File: config.mk
export PLATFORM = sky130hd
export DESIGN_NAME = dual_stage_wdog
export DESIGN_NICKNAME = d
export VERILOG_FILES = /design/src/rtl/wdog_pkg.sv /design/src/rtl/wdog_decode.sv /design/src/rtl/wdog_count.sv /design/src/rtl/wdog_flag.sv /design/src/rtl/dual_stage_wdog.sv
export SDC_FILE = /design/constraint.sdc
export NUM_CORES = 1
export LEC_CHECK = 0
export ABC_AREA = 0
export ABC_CLOCK_PERIOD_IN_PS = 3800
export BUFFER_PORTS_ARGS = -buffer_cell sky130_fd_sc_hd__buf_2
export CAP_MARGIN = 20
export CELL_PAD_IN_SITES_DETAIL_PLACEMENT = 1
export CELL_PAD_IN_SITES_GLOBAL_PLACEMENT = 2
export CORE_ASPECT_RATIO = 2
export CORE_MARGIN = 2
export CORE_UTILIZATION = 28
export DETAILED_ROUTE_END_ITERATION = 12
export GPL_TIMING_DRIVEN = 0
export HOLD_SLACK_MARGIN = 0.05
export PLACE_DENSITY_LB_ADDON = 0.12
export RECOVER_POWER = 100
export SETUP_SLACK_MARGIN = 0.02
export SYNTH_ARGS = -nofsm -noshare
export SYNTH_HDL_FRONTEND = slang
export SYNTH_SLANG_ARGS = --single-unit
File: constraint.sdc
create_clock -name clk -period 3.8 [get_ports clk]
set_input_delay 0.76 -clock clk [delete_from_list [all_inputs] [get_ports clk]]
set_output_delay 0.76 -clock clk [all_outputs]
set_load 0.02 [all_outputs]
File: src/rtl/wdog_pkg.sv
package wdog_pkg;
  localparam int NREG      = 5;
  localparam int IDX_KICK  = 0;
  localparam int IDX_RUN   = 1;
  localparam int IDX_FLAG  = 2;
  localparam int IDX_WARN  = 3;
  localparam int IDX_FIRE  = 4;

  // byte offset of register idx in the chosen layout
  function automatic logic [7:0] reg_offset(input int layout, input int idx);
    logic [7:0] off;
    if (layout == 0) begin
      case (idx)
        IDX_KICK: off = 8'h38;
        IDX_RUN:  off = 8'h40;
        IDX_FLAG: off = 8'h44;
        IDX_WARN: off = 8'h4C;
        default:  off = 8'h5C;
      endcase
    end else begin
      off = 8'(4 * (idx + 1));
    end
    return off;
  endfunction
endpackage

File: src/rtl/wdog_decode.sv
module wdog_decode #(
  parameter int ADDR_W = 8,
  parameter int LAYOUT = 0
) (
  input  logic [ADDR_W-1:0]        addr,
  output logic [wdog_pkg::NREG-1:0] sel
);
  genvar gi;
  generate
    for (gi = 0; gi < wdog_pkg::NREG; gi++) begin : g_hit
      localparam logic [ADDR_W-1:0] OFF = ADDR_W'(wdog_pkg::reg_offset(LAYOUT, gi));
      assign sel[gi] = (addr == OFF);
    end
  endgenerate
endmodule

File: src/rtl/wdog_count.sv
module wdog_count #(
  parameter int THR_W = 28
) (
  input  logic             clk,
  input  logic             rst_n,
  input  logic             run,
  input  logic             kick,
  input  logic             tick,
  input  logic [THR_W-1:0] warn_thr,
  input  logic [THR_W-1:0] fire_thr,
  output logic             warn_hit,
  output logic             fire_hit
);
  localparam logic [THR_W-1:0] ONE = {{(THR_W-1){1'b0}}, 1'b1};

  logic [THR_W-1:0] count;

  function automatic logic at_or_past(input logic [THR_W-1:0] c, input logic [THR_W-1:0] t);
    return c >= t;
  endfunction

  // saturating step: stops once the firing threshold is reached
  function automatic logic [THR_W-1:0] advance(input logic [THR_W-1:0] c,
                                               input logic [THR_W-1:0] lim,
                                               input logic             tk);
    if (tk && (c < lim)) return c + ONE;
    return c;
  endfunction

  always_ff @(posedge clk or negedge rst_n) begin
    if (!rst_n)    count <= '0;
    else if (kick) count <= '0;
    else if (!run) count <= '0;
    else           count <= advance(count, fire_thr, tick);
  end

  assign warn_hit = run && at_or_past(count, warn_thr);
  assign fire_hit = run && at_or_past(count, fire_thr);

  AST_KICK_CLEARS: assert property (@(posedge clk) disable iff (!rst_n)
    kick |=> (count == '0));
  AST_STOPPED_ZERO: assert property (@(posedge clk) disable iff (!rst_n)
    (!run && !kick) |=> (count == '0));
  AST_STEP_ONE: assert property (@(posedge clk) disable iff (!rst_n)
    (run && !kick) |=> ((count == $past(count)) || (count == $past(count) + ONE)));
  AST_NO_OVERSHOOT: assert property (@(posedge clk) disable iff (!rst_n)
    (fire_hit && !kick) |=> (count == $past(count)));
endmodule

File: src/rtl/wdog_flag.sv
module wdog_flag (
  input  logic clk,
  input  logic por_n,
  input  logic set_i,
  input  logic clr_i,
  output logic flag_o
);
  always_ff @(posedge clk or negedge por_n) begin
    if (!por_n)     flag_o <= 1'b0;
    else if (set_i) flag_o <= 1'b1;
    else if (clr_i) flag_o <= 1'b0;
  end

  AST_STICKY_SET: assert property (@(posedge clk) disable iff (!por_n)
    set_i |=> flag_o);
  AST_FLAG_HOLD: assert property (@(posedge clk) disable iff (!por_n)
    (!set_i && !clr_i) |=> $stable(flag_o));
endmodule

File: src/rtl/dual_stage_wdog.sv
module dual_stage_wdog #(
  parameter int ADDR_W = 8,
  parameter int DATA_W = 32,
  parameter int THR_W  = 28,
  parameter int LAYOUT = 0
) (
  input  logic              clk,
  input  logic              por_n,
  input  logic              sys_rst_n,
  input  logic              tick,
  input  logic              wr_en,
  input  logic [ADDR_W-1:0] addr,
  input  logic [DATA_W-1:0] wdata,
  output logic [DATA_W-1:0] rdata,
  output logic              bark_irq,
  output logic              bite_req
);
  import wdog_pkg::*;

  localparam logic [THR_W-1:0] THR_RST = '1;

  logic              ctl_rst_n;
  logic [NREG-1:0]   sel;
  logic              run_q;
  logic [THR_W-1:0]  warn_thr_q, fire_thr_q;
  logic              kick_w, flag_clr_w, flag_q;
  logic              warn_hit, fire_hit;
  logic              unused_wbits;

  assign ctl_rst_n    = por_n & sys_rst_n;
  assign unused_wbits = ^wdata[DATA_W-1:THR_W];

  wdog_decode #(.ADDR_W(ADDR_W), .LAYOUT(LAYOUT)) u_dec (
    .addr (addr),
    .sel  (sel)
  );

  assign kick_w     = wr_en && sel[IDX_KICK] && wdata[0];
  assign flag_clr_w = wr_en && sel[IDX_FLAG] && wdata[0];

  always_ff @(posedge clk or negedge ctl_rst_n) begin
    if (!ctl_rst_n) begin
      run_q      <= 1'b0;
      warn_thr_q <= THR_RST;
      fire_thr_q <= THR_RST;
    end else if (wr_en) begin
      if (sel[IDX_RUN])  run_q      <= wdata[0];
      if (sel[IDX_WARN]) warn_thr_q <= wdata[THR_W-1:0];
      if (sel[IDX_FIRE]) fire_thr_q <= wdata[THR_W-1:0];
    end
  end

  wdog_count #(.THR_W(THR_W)) u_cnt (
    .clk      (clk),
    .rst_n    (ctl_rst_n),
    .run      (run_q),
    .kick     (kick_w),
    .tick     (tick),
    .warn_thr (warn_thr_q),
    .fire_thr (fire_thr_q),
    .warn_hit (warn_hit),
    .fire_hit (fire_hit)
  );

  wdog_flag u_flag (
    .clk    (clk),
    .por_n  (por_n),
    .set_i  (fire_hit),
    .clr_i  (flag_clr_w),
    .flag_o (flag_q)
  );

  always_comb begin
    rdata = '0;
    if (sel[IDX_RUN])  rdata[0] = run_q;
    if (sel[IDX_FLAG]) rdata[0] = flag_q;
    if (sel[IDX_WARN]) rdata[THR_W-1:0] = warn_thr_q;
    if (sel[IDX_FIRE]) rdata[THR_W-1:0] = fire_thr_q;
  end

  assign bark_irq = warn_hit;
  assign bite_req = fire_hit;

  AST_SEL_ONEHOT: assert property (@(posedge clk) disable iff (!ctl_rst_n)
    $onehot0(sel));
  AST_KICK_KEEPS_RUN: assert property (@(posedge clk) disable iff (!ctl_rst_n)
    (wr_en && sel[IDX_KICK]) |=> (run_q == $past(run_q)));
  AST_SAME_THR: assert property (@(posedge clk) disable iff (!ctl_rst_n)
    (fire_hit && (warn_thr_q == fire_thr_q)) |-> warn_hit);
  AST_QUIET_STOPPED: assert property (@(posedge clk) disable iff (!ctl_rst_n)
    (!run_q) |-> (!bark_irq && !bite_req));
endmodule

# Yosys cells after proc, flatten, opt, wreduce, memory -nomap -nowiden
# Cells that the tools add are included.
# W data, S select, Z words.
[word_totals] regBits=86 input_bits=45 output_inout_bits=34 elab_cells=40
[classes] addsub=1 n_lt_le_gt_ge=3 n_eq_ne=6 muxes=13 bitwise=1 reduce_logical=11
[op_table] operator="$mux W28" count=6
[op_table] operator="$ge A28 B28 Y1" count=2
[op_table] operator="$eq A8 B7 Y1 const B" count=4
[op_table] operator="$add A28 B1 Y28 const B" count=1
[op_table] operator="$lt A28 B28 Y1" count=1
[op_table] operator="$eq A8 B6 Y1 const B" count=1
[op_table] operator="$logic_and A1 B1 Y1" count=7
[op_table] operator="$mux W1" count=7
[op_table] operator="$reduce_and A2 Y1" count=3
[op_table] operator="$ne A3 B1 Y1 const B" count=1
[op_table] operator="$reduce_bool A2 Y1" count=1
[op_table] operator="$and A1 B1 Y1" count=1

# Logic depth before layout (Yosys ltp)
# Gate-level depths: netlist (run 1).
[logic_depth] ltp_word=8 mapped_depth=10 ltp_nobuf=8

# By module
# From an unflattened synthesis (run 1), not the netlist that was laid out.
[unflattened] cells_unflattened=559 area_unflattened_um2=5880.6
[by_module_without_submodules] mod="wdog_count" instances=1 cells_each=371 area_per_inst_um2=3016.6 seq_area_each_um2=700.7
[by_module_without_submodules] mod="dual_stage_wdog" instances=1 cells_each=174 area_per_inst_um2=2735.1 seq_area_each_um2=1496.4
[by_module_without_submodules] mod="wdog_decode" instances=1 cells_each=11 area_per_inst_um2=92.6 seq_area_each_um2=0.0
[by_module_without_submodules] mod="wdog_flag" instances=1 cells_each=3 area_per_inst_um2=36.3 seq_area_each_um2=25.0

# Worst setup path before layout (run 1)
# No wires, ideal clock.
[synth_timing] path_kind="input-to-output" startpoint="input port addr[1]" endpoint="output port rdata[10]" arrival_time_ns=2.171 required_time_ns=3.040 slack_ns=0.869 cell_stages=6 path_buffers=2 cell_sequence="nor3_1 > nor4bb_1 > and3_1 > buf_2 > buf_1 > a22o_1"
[synth_via] elab_chain_cells=3 elab_cells_between_ends=4 classes_between="eq/ne: 2; mux: 2"
[synth_lines] item="start: declaration" line_no="dual_stage_wdog.sv:12" text="input logic [ADDR_W-1:0] addr,"
[synth_lines] item="$eq A8 B7 Y1" line_no="wdog_decode.sv:12" text="assign sel[gi] = (addr == OFF);"
[synth_lines] item="$mux W28" line_no="dual_stage_wdog.sv:77" text="if (sel[IDX_WARN]) rdata[THR_W-1:0] = warn_thr_q;"
[synth_lines] item="$mux W28 *" line_no="dual_stage_wdog.sv:78" text="if (sel[IDX_FIRE]) rdata[THR_W-1:0] = fire_thr_q;"
[synth_lines] item="end: declaration" line_no="dual_stage_wdog.sv:14" text="output logic [DATA_W-1:0] rdata,"
# Every way passes the cells marked *; elsewhere a longest branch is shown, timed or not.

# Final worst setup path (run 1)
[layout_timing] startpoint="register fire_thr_q[27]" endpoint="output port bite_req"
[layout_via] elab_chain_cells=2
[layout_lines] item="start: declaration" line_no="dual_stage_wdog.sv:25" text="logic [THR_W-1:0] warn_thr_q, fire_thr_q;"
[layout_lines] item="start signal: assignment" line_no="dual_stage_wdog.sv:49" text="if (sel[IDX_FIRE]) fire_thr_q <= wdata[THR_W-1:0];"
[layout_lines] item="$ge A28 B28 Y1" line_no="wdog_count.sv:19" text="return c >= t;"
[layout_lines] item="$logic_and A1 B1 Y1" line_no="wdog_count.sv:38" text="assign fire_hit = run && at_or_past(count, fire_thr);"
[layout_lines] item="end: declaration" line_no="dual_stage_wdog.sv:16" text="output logic bite_req"
# No other way between the ends.

==> flow_summary.json, run 1 <==
{
  "hpwl_mm": 14.2,
  "grtUsageTotal_pct": 17.0,
  "r2r-end": "u_cnt.count[10]$_DFFE_PN0P_",
  "path_cells": "inv_1, ha_1, nand4_1, nor4_2, and2_2, o31ai_1, nand3_1, and2_1, clkbuf_2",
  "insertion_delay_ns": 0.36,
  "synth_warnings": 0,
  "min_period_over_period_pct": 95.8,
  "first_iter_violations": 106,
  "cp_top_family": "simple AND/OR/NAND/NOR gates",
  "grt_antenna_before_repair": 0,
  "dr.pass1.iters": 4,
  "grt_max_degree": 47,
  "synth.largest_area_cell": "dfstp_2",
  "critical_path_buf_inv_count": 2,
  "tightest_slew_ns": 2.87,
  "start_kind": "flop",
  "setup-tns-final_ns": 0,
  "synthMuxAreaShare_pct": 12.0,
  "synth_compound_area_share_pct": 15.4,
  "worstPathArrival_ns": 2.88,
  "cts_tree": "yes",
  "hold_violations": 0,
  "wl_per_cell_um": 19.3,
  "cts_made_buffers": 9,
  "synth-edff-count": 0,
  "synth_fa_ha_area_share_pct": 12.3,
  "avgSynthCellArea_um2": 10.3,
  "slew-limit-headroom_pct": -91.2,
  "total_power_mw": 2.31,
  "coreArea_um2": 20400,
  "grt_pass1_vias": 5401,
  "ys_seq_elements": 86,
  "cts_max_level": 3,
  "path_clk_slew_ns": 0.06,
  "yosysUniqueCellTypes": 57,
  "async_reset_ff_share_pct": 100,
  "syn_to_final_growth_pct": 17.5,
  "synth_flop_cell": "dfstp_2",
  "antenna_cells": 0,
  "drt-total-wl_mm": 17.7,
  "drv_slew": 40,
  "drive_gt1_share_pct": 31.1,
  "cts_buffer_depth": 2,
  "status": "finished, violations left",
  "synthesis.area_um2": 5790,
  "viasPerCell": 5.10,
  "initial_utilization_pct": 28.4,
  "overflow": 0,
  "hold_path_class": "input pin to async pin",
  "ios": 79,
  "cpPeakStageDelay_ns": 0.54,
  "rows": 74,
  "synthTopCellsByCount": "inv_1, mux2_2, ha_1",
  "dpl_worst_slack_ns": 0.0554,
  "r2r_cells": 10,
  "drc": 0,
  "root_buffer": "clkbuf_16",
  "die_width_um": 106,
  "synth.area.top_cells": "dfstp_2, dfrtp_1, ha_1",
  "fin_crit_ns": 3.64,
  "die-area_um2": 21900,
  "critPathKind": "flop to primary output",
  "vdd_drop_max_uv": 174,
  "fin_hold_ws_ns": 0.180,
  "multi_input_area_um2": 3190,
  "grt_first_pass_wirelength_mm": 28.7,
  "setup_ws_ns": 0.158,
  "fin_util_pct": 33.4,
  "p_per_area_nw_per_um2": 340,
  "end_kind": "primary output",
  "r2r_start": "fire_thr_q[27]$_DFFE_PN1P_",
  "yosysSeqAreaShare_pct": 38.4,
  "max_cap_violations": 1,
  "fin_nets": 750,
  "setup_viol": 0,
  "dr_total_vias": 4683,
  "cpMaxStageDelayCell": "dfstp_2",
  "violations": "capacitance limit, slew limit",
  "synthCells": 564,
  "rrSetupSlack_ns": 0.62,
  "max_freq_ghz": 0.275,
  "synth_xor_area_share_pct": 0,
  "regArea_um2": 2220,
  "die_y_um": 207,
  "finalClockSkew_ns": 0.00939,
  "grt_setup_unrepaired": "no",
  "nFillCells": 2415,
  "synth-simple-area-share_pct": 14.8,
  "power_leakage_nw": 2.85,
  "port_buffers": 69,
  "yosysTopAreaCellShare_pct": 25.4,
  "cts_sinks": 86,
  "cp_max_fo": 4,
  "cts_hold_buffers": 0,
  "place_congestion": 0.771,
  "synth_top_family_by_area": "compound AO/OA/AOI/OAI gates",
  "crit_required_ns": 3.04,
  "ant_nets": 0
}
state kept, by name, summed over array words and instances, names as in the netlist:
name,count
fire_thr_q,28
run_q,1
u_cnt.count,28
u_flag.flag_o,1
warn_thr_q,28
routing by layer:
layer	routed length, µm	share of wire, %	track usage, %	vias up
li1	-	-	-	2252
met1	6240	35	16.0	2355
met2	10700	60	34.9	51
met3	308	1.7	2.57	25
met4	509	2.9	6.99	0
met5	0	0	0	-
kinds of logic (layout without fill, tap and decap cells):
group / after synthesis / in the layout
fa+ha+maj: 57 / 57
flops: 86 / 86
compound gates: 127 / 127
buf+inv: 89 / 175
mux: 62 / 62
simple gates: 142 / 142
other cells: 1 / 4
worst reg2reg max path, stage by stage, from the launching register on:
cell and delay, ns:
dfstp_2 0.54, inv_1 0.05, ha_1 0.31, nand4_1 0.28, nor4_2 0.44, a22oi_1 0.19, nand2_1 0.16, clkbuf_1 0.36
clkbuf_1 0.45, o31ai_1 0.16, a21oi_1 0.16
cell type report:
| class | instances | share of cell area (%) |
|---|---|---|
| plain buffers | 31 | 2.63 |
| clock buffers | 12 | 3.63 |
| clock inverters | 4 | 1.03 |
| inverters | 58 | 3.20 |
| multi-input cells | 392 | 47.0 |
| flip-flops and latches | 86 | 32.7 |
| well taps | 266 | 4.90 |
| repair buffers | 70 | 4.95 |
worst max path at each step:
stage,startpoint,to,slack (ns),depth (start not counted)
global route,fire_thr_q[27]$_DFFE_PN1P_,bite_req,0.02,9
floorplan,sys_rst_n,run_q$_DFFE_PN0P_,0.49,1
CTS,warn_thr_q[7]$_DFFE_PN1P_,bark_irq,0.02,9
global placement,por_n,u_cnt.count[11]$_DFFE_PN0P_,-0.98,2
finish,fire_thr_q[27]$_DFFE_PN1P_,bite_req,0.16,9
detailed placement,addr[1],rdata[11],0.06,8
repair_timing:
action,4_1_cts,5_1_grt
resized for setup,2,10
endpoints found under the setup margin,2,18
setup buffers,0,0
cells in the final DEF, fill, tap and decap left out, drive strengths merged, types with 4 or more instances in the layout:
master / n
and4: 7
a22o: 27
inv: 58
nor4: 4
and3: 6
mux2i: 4
nand2b: 4
nand3: 20
o31ai: 23
dfstp: 56
a211oi: 4
buf: 47
or4: 22
a21oi: 36
ha: 57
a21o: 9
nor2: 10
nand4: 16
mux2: 58
clkbuf: 66
o21ai: 11
nand2: 31
and2: 7
nor3: 10
dfrtp: 30
conb: 4
through the flow:
step	std cells	instance area, µm²
after global routing	919	6800
after floorplan	567	5800
final	919	6800
after detailed placement	903	6500
after CTS	919	6830
after global placement	902	6470
report_power, final:
part,internal (mW),switching (mW)
clock,0.593,0.379
sequential,0.974,0.0255
combinational,0.127,0.212
total,1.69,0.617
(Power assumes the default switching activity.)
==> run 2, diff against run 1 <==
--- a/config.mk
+++ b/config.mk
@@ -11,7 +11,7 @@
 export CAP_MARGIN = 20
 export CELL_PAD_IN_SITES_DETAIL_PLACEMENT = 1
 export CELL_PAD_IN_SITES_GLOBAL_PLACEMENT = 2
-export CORE_ASPECT_RATIO = 2
+export CORE_ASPECT_RATIO = 1.4
 export CORE_MARGIN = 2
 export CORE_UTILIZATION = 28
 export DETAILED_ROUTE_END_ITERATION = 12
==> flow_summary.json, run 2 (same netlist as run 1, synthesis figures left out) <==
{
  "post_cts_buffers": 0,
  "drc": 0,
  "dr_total_vias": 4701,
  "grt_setup_unrepaired": "no",
  "grt_pass1_vias": 5357,
  "dr.pass1.iters": 4,
  "worstPathArrival_ns": 2.83,
  "final_cell_mix": "inv_1, mux2_2, ha_1",
  "tightest_slew_ns": 1.73,
  "end_kind": "primary output",
  "path_cells": "inv_1, ha_1, nand4_1, nor4_4, a22oi_1, and2_1, nand3_1, and2_1, clkbuf_2",
  "violations": "capacitance limit, slew limit",
  "grtUsageTotal_pct": 16.2,
  "min_period_over_period_pct": 94.4,
  "syn_to_final_growth_pct": 17.3,
  "cts_tree": "yes",
  "cts_made_buffers": 9,
  "cpMaxStageDelayCell": "dfstp_1",
  "finalClockSkew_ns": 0.00975,
  "first_iter_violations": 122,
  "cp_common_cell": "and2_1",
  "slew-limit-headroom_pct": -15.3,
  "status": "finished, violations left",
  "met3_usage_pct": 1.82,
  "hold_violations": 0,
  "grt_antenna_before_repair": 0,
  "cpPeakStageDelay_ns": 0.55,
  "path_clk_slew_ns": 0.06,
  "rows": 62,
  "power_leakage_nw": 2.84,
  "top_usage_layer": "met2",
  "vdd_drop_max_uv": 196,
  "max_cap_violations": 1,
  "drt-total-wl_mm": 16.9,
  "drive_gt1_share_pct": 31.1,
  "start_kind": "flop",
  "fin_hold_ws_ns": 0.165,
  "die_width_um": 125,
  "drv_slew": 23,
  "p_per_area_nw_per_um2": 340,
  "fin_nets": 750,
  "wl_per_cell_um": 18.6,
  "setup_viol": 0,
  "grt_max_degree": 64,
  "grt.met1_usage_pct": 17.2,
  "antenna_cells": 0,
  "ios": 79,
  "setup-tns-final_ns": 0,
  "insertion_delay_ns": 0.36,
  "max_freq_ghz": 0.279,
  "viasPerCell": 5.17,
  "initial_utilization_pct": 28.4,
  "hpwl_mm": 13.1,
  "cts_buffer_depth": 2,
  "total_power_mw": 2.31,
  "ant_nets": 0,
  "crit_required_ns": 3.04,
  "hold_path_class": "input pin to async pin",
  "fin_crit_ns": 3.59,
  "coreArea_um2": 20400,
  "cp_max_fo": 4,
  "use_met2_pct": 32.2,
  "top_regs": "fire_thr_q (28), u_cnt.count (28), warn_thr_q (28)",
  "place_congestion": 0.793,
  "port_buffers": 69,
  "die-area_um2": 21800,
  "die_y_um": 174,
  "critPathKind": "flop to primary output",
  "cts_max_level": 3,
  "overflow": 0,
  "cts_sinks": 86,
  "root_buffer": "clkbuf_16",
  "grt_first_pass_wirelength_mm": 27.8
}
==> run 2: final timing paths <==
path | slack (ns) | cells after the start | endpoint | start
worst min-delay path | 0.16 | 1 | u_flag.flag_o$_DFFE_PN0P_ | por_n
min in group clk | 0.61 | 2 | u_cnt.count[24]$_DFFE_PN0P_ | u_cnt.count[24]$_DFFE_PN0P_
worst max register to register | 0.61 | 10 | u_cnt.count[9]$_DFFE_PN0P_ | fire_thr_q[27]$_DFFE_PN1P_
worst max-delay path | 0.21 | 9 | bite_req | fire_thr_q[27]$_DFFE_PN1P_
max in group asynchronous | 1.68 | 3 | fire_thr_q[14]$_DFFE_PN1P_ | por_n
worst min register to register | 0.61 | 2 | u_cnt.count[24]$_DFFE_PN0P_ | u_cnt.count[24]$_DFFE_PN0P_
==> run 2: layout make-up <==
cell class                 count  area (µm²)
timing repair buffer          70         337
sequential                    86        2220
fill                        2381       13600
clock inverter                 5        55.1
clock buffer                  11         264
inverter                      58         218
tap                          256         320
multi-input combinational    392        3190
buffer                        31         179
==> run 2: worst max-delay path, delay by kind of cell (launching register included) <==
kind            cells  cell delay, ns
simple gates        5            1.21
buf+inv             2            0.22
fa+ha+maj           1            0.31
flops               1            0.55
compound gates      1            0.18
==> run 2: per-layer routing <==
layer  routed length [µm]  up-vias
met5                    0        -
met4                  282        0
met3                  291       14
met2                 9690       49
met1                 6680     2389
li1                     -     2249
==> run 2: timing repair <==
action | in CTS | in global routing
hold buffers | 0 | 0
resized for setup | 1 | 9
pin swaps | 0 | 0
setup endpoints to repair | 1 | 22
==> run 2: metrics by stage <==
step	utilization (%)	area, µm²	std cells	setup slack [ns]
global placement	31.7	6460	892	-1.04
finish	33.3	6790	909	0.214
CTS	33.4	6820	909	0.0882
detailed placement	31.8	6490	893	0.129
global route	33.3	6790	909	0.0180
floorplan	-	5800	567	0.494
==> run 2: power by group <==
part / internal [mW] / leakage [nW] / switching [mW] / total (mW)
combinational: 0.126 / 1.70 / 0.206 / 0.333
sequential: 0.973 / 0.995 / 0.0251 / 0.998
clock: 0.566 / 0.153 / 0.409 / 0.975
total: 1.67 / 2.84 / 0.640 / 2.31
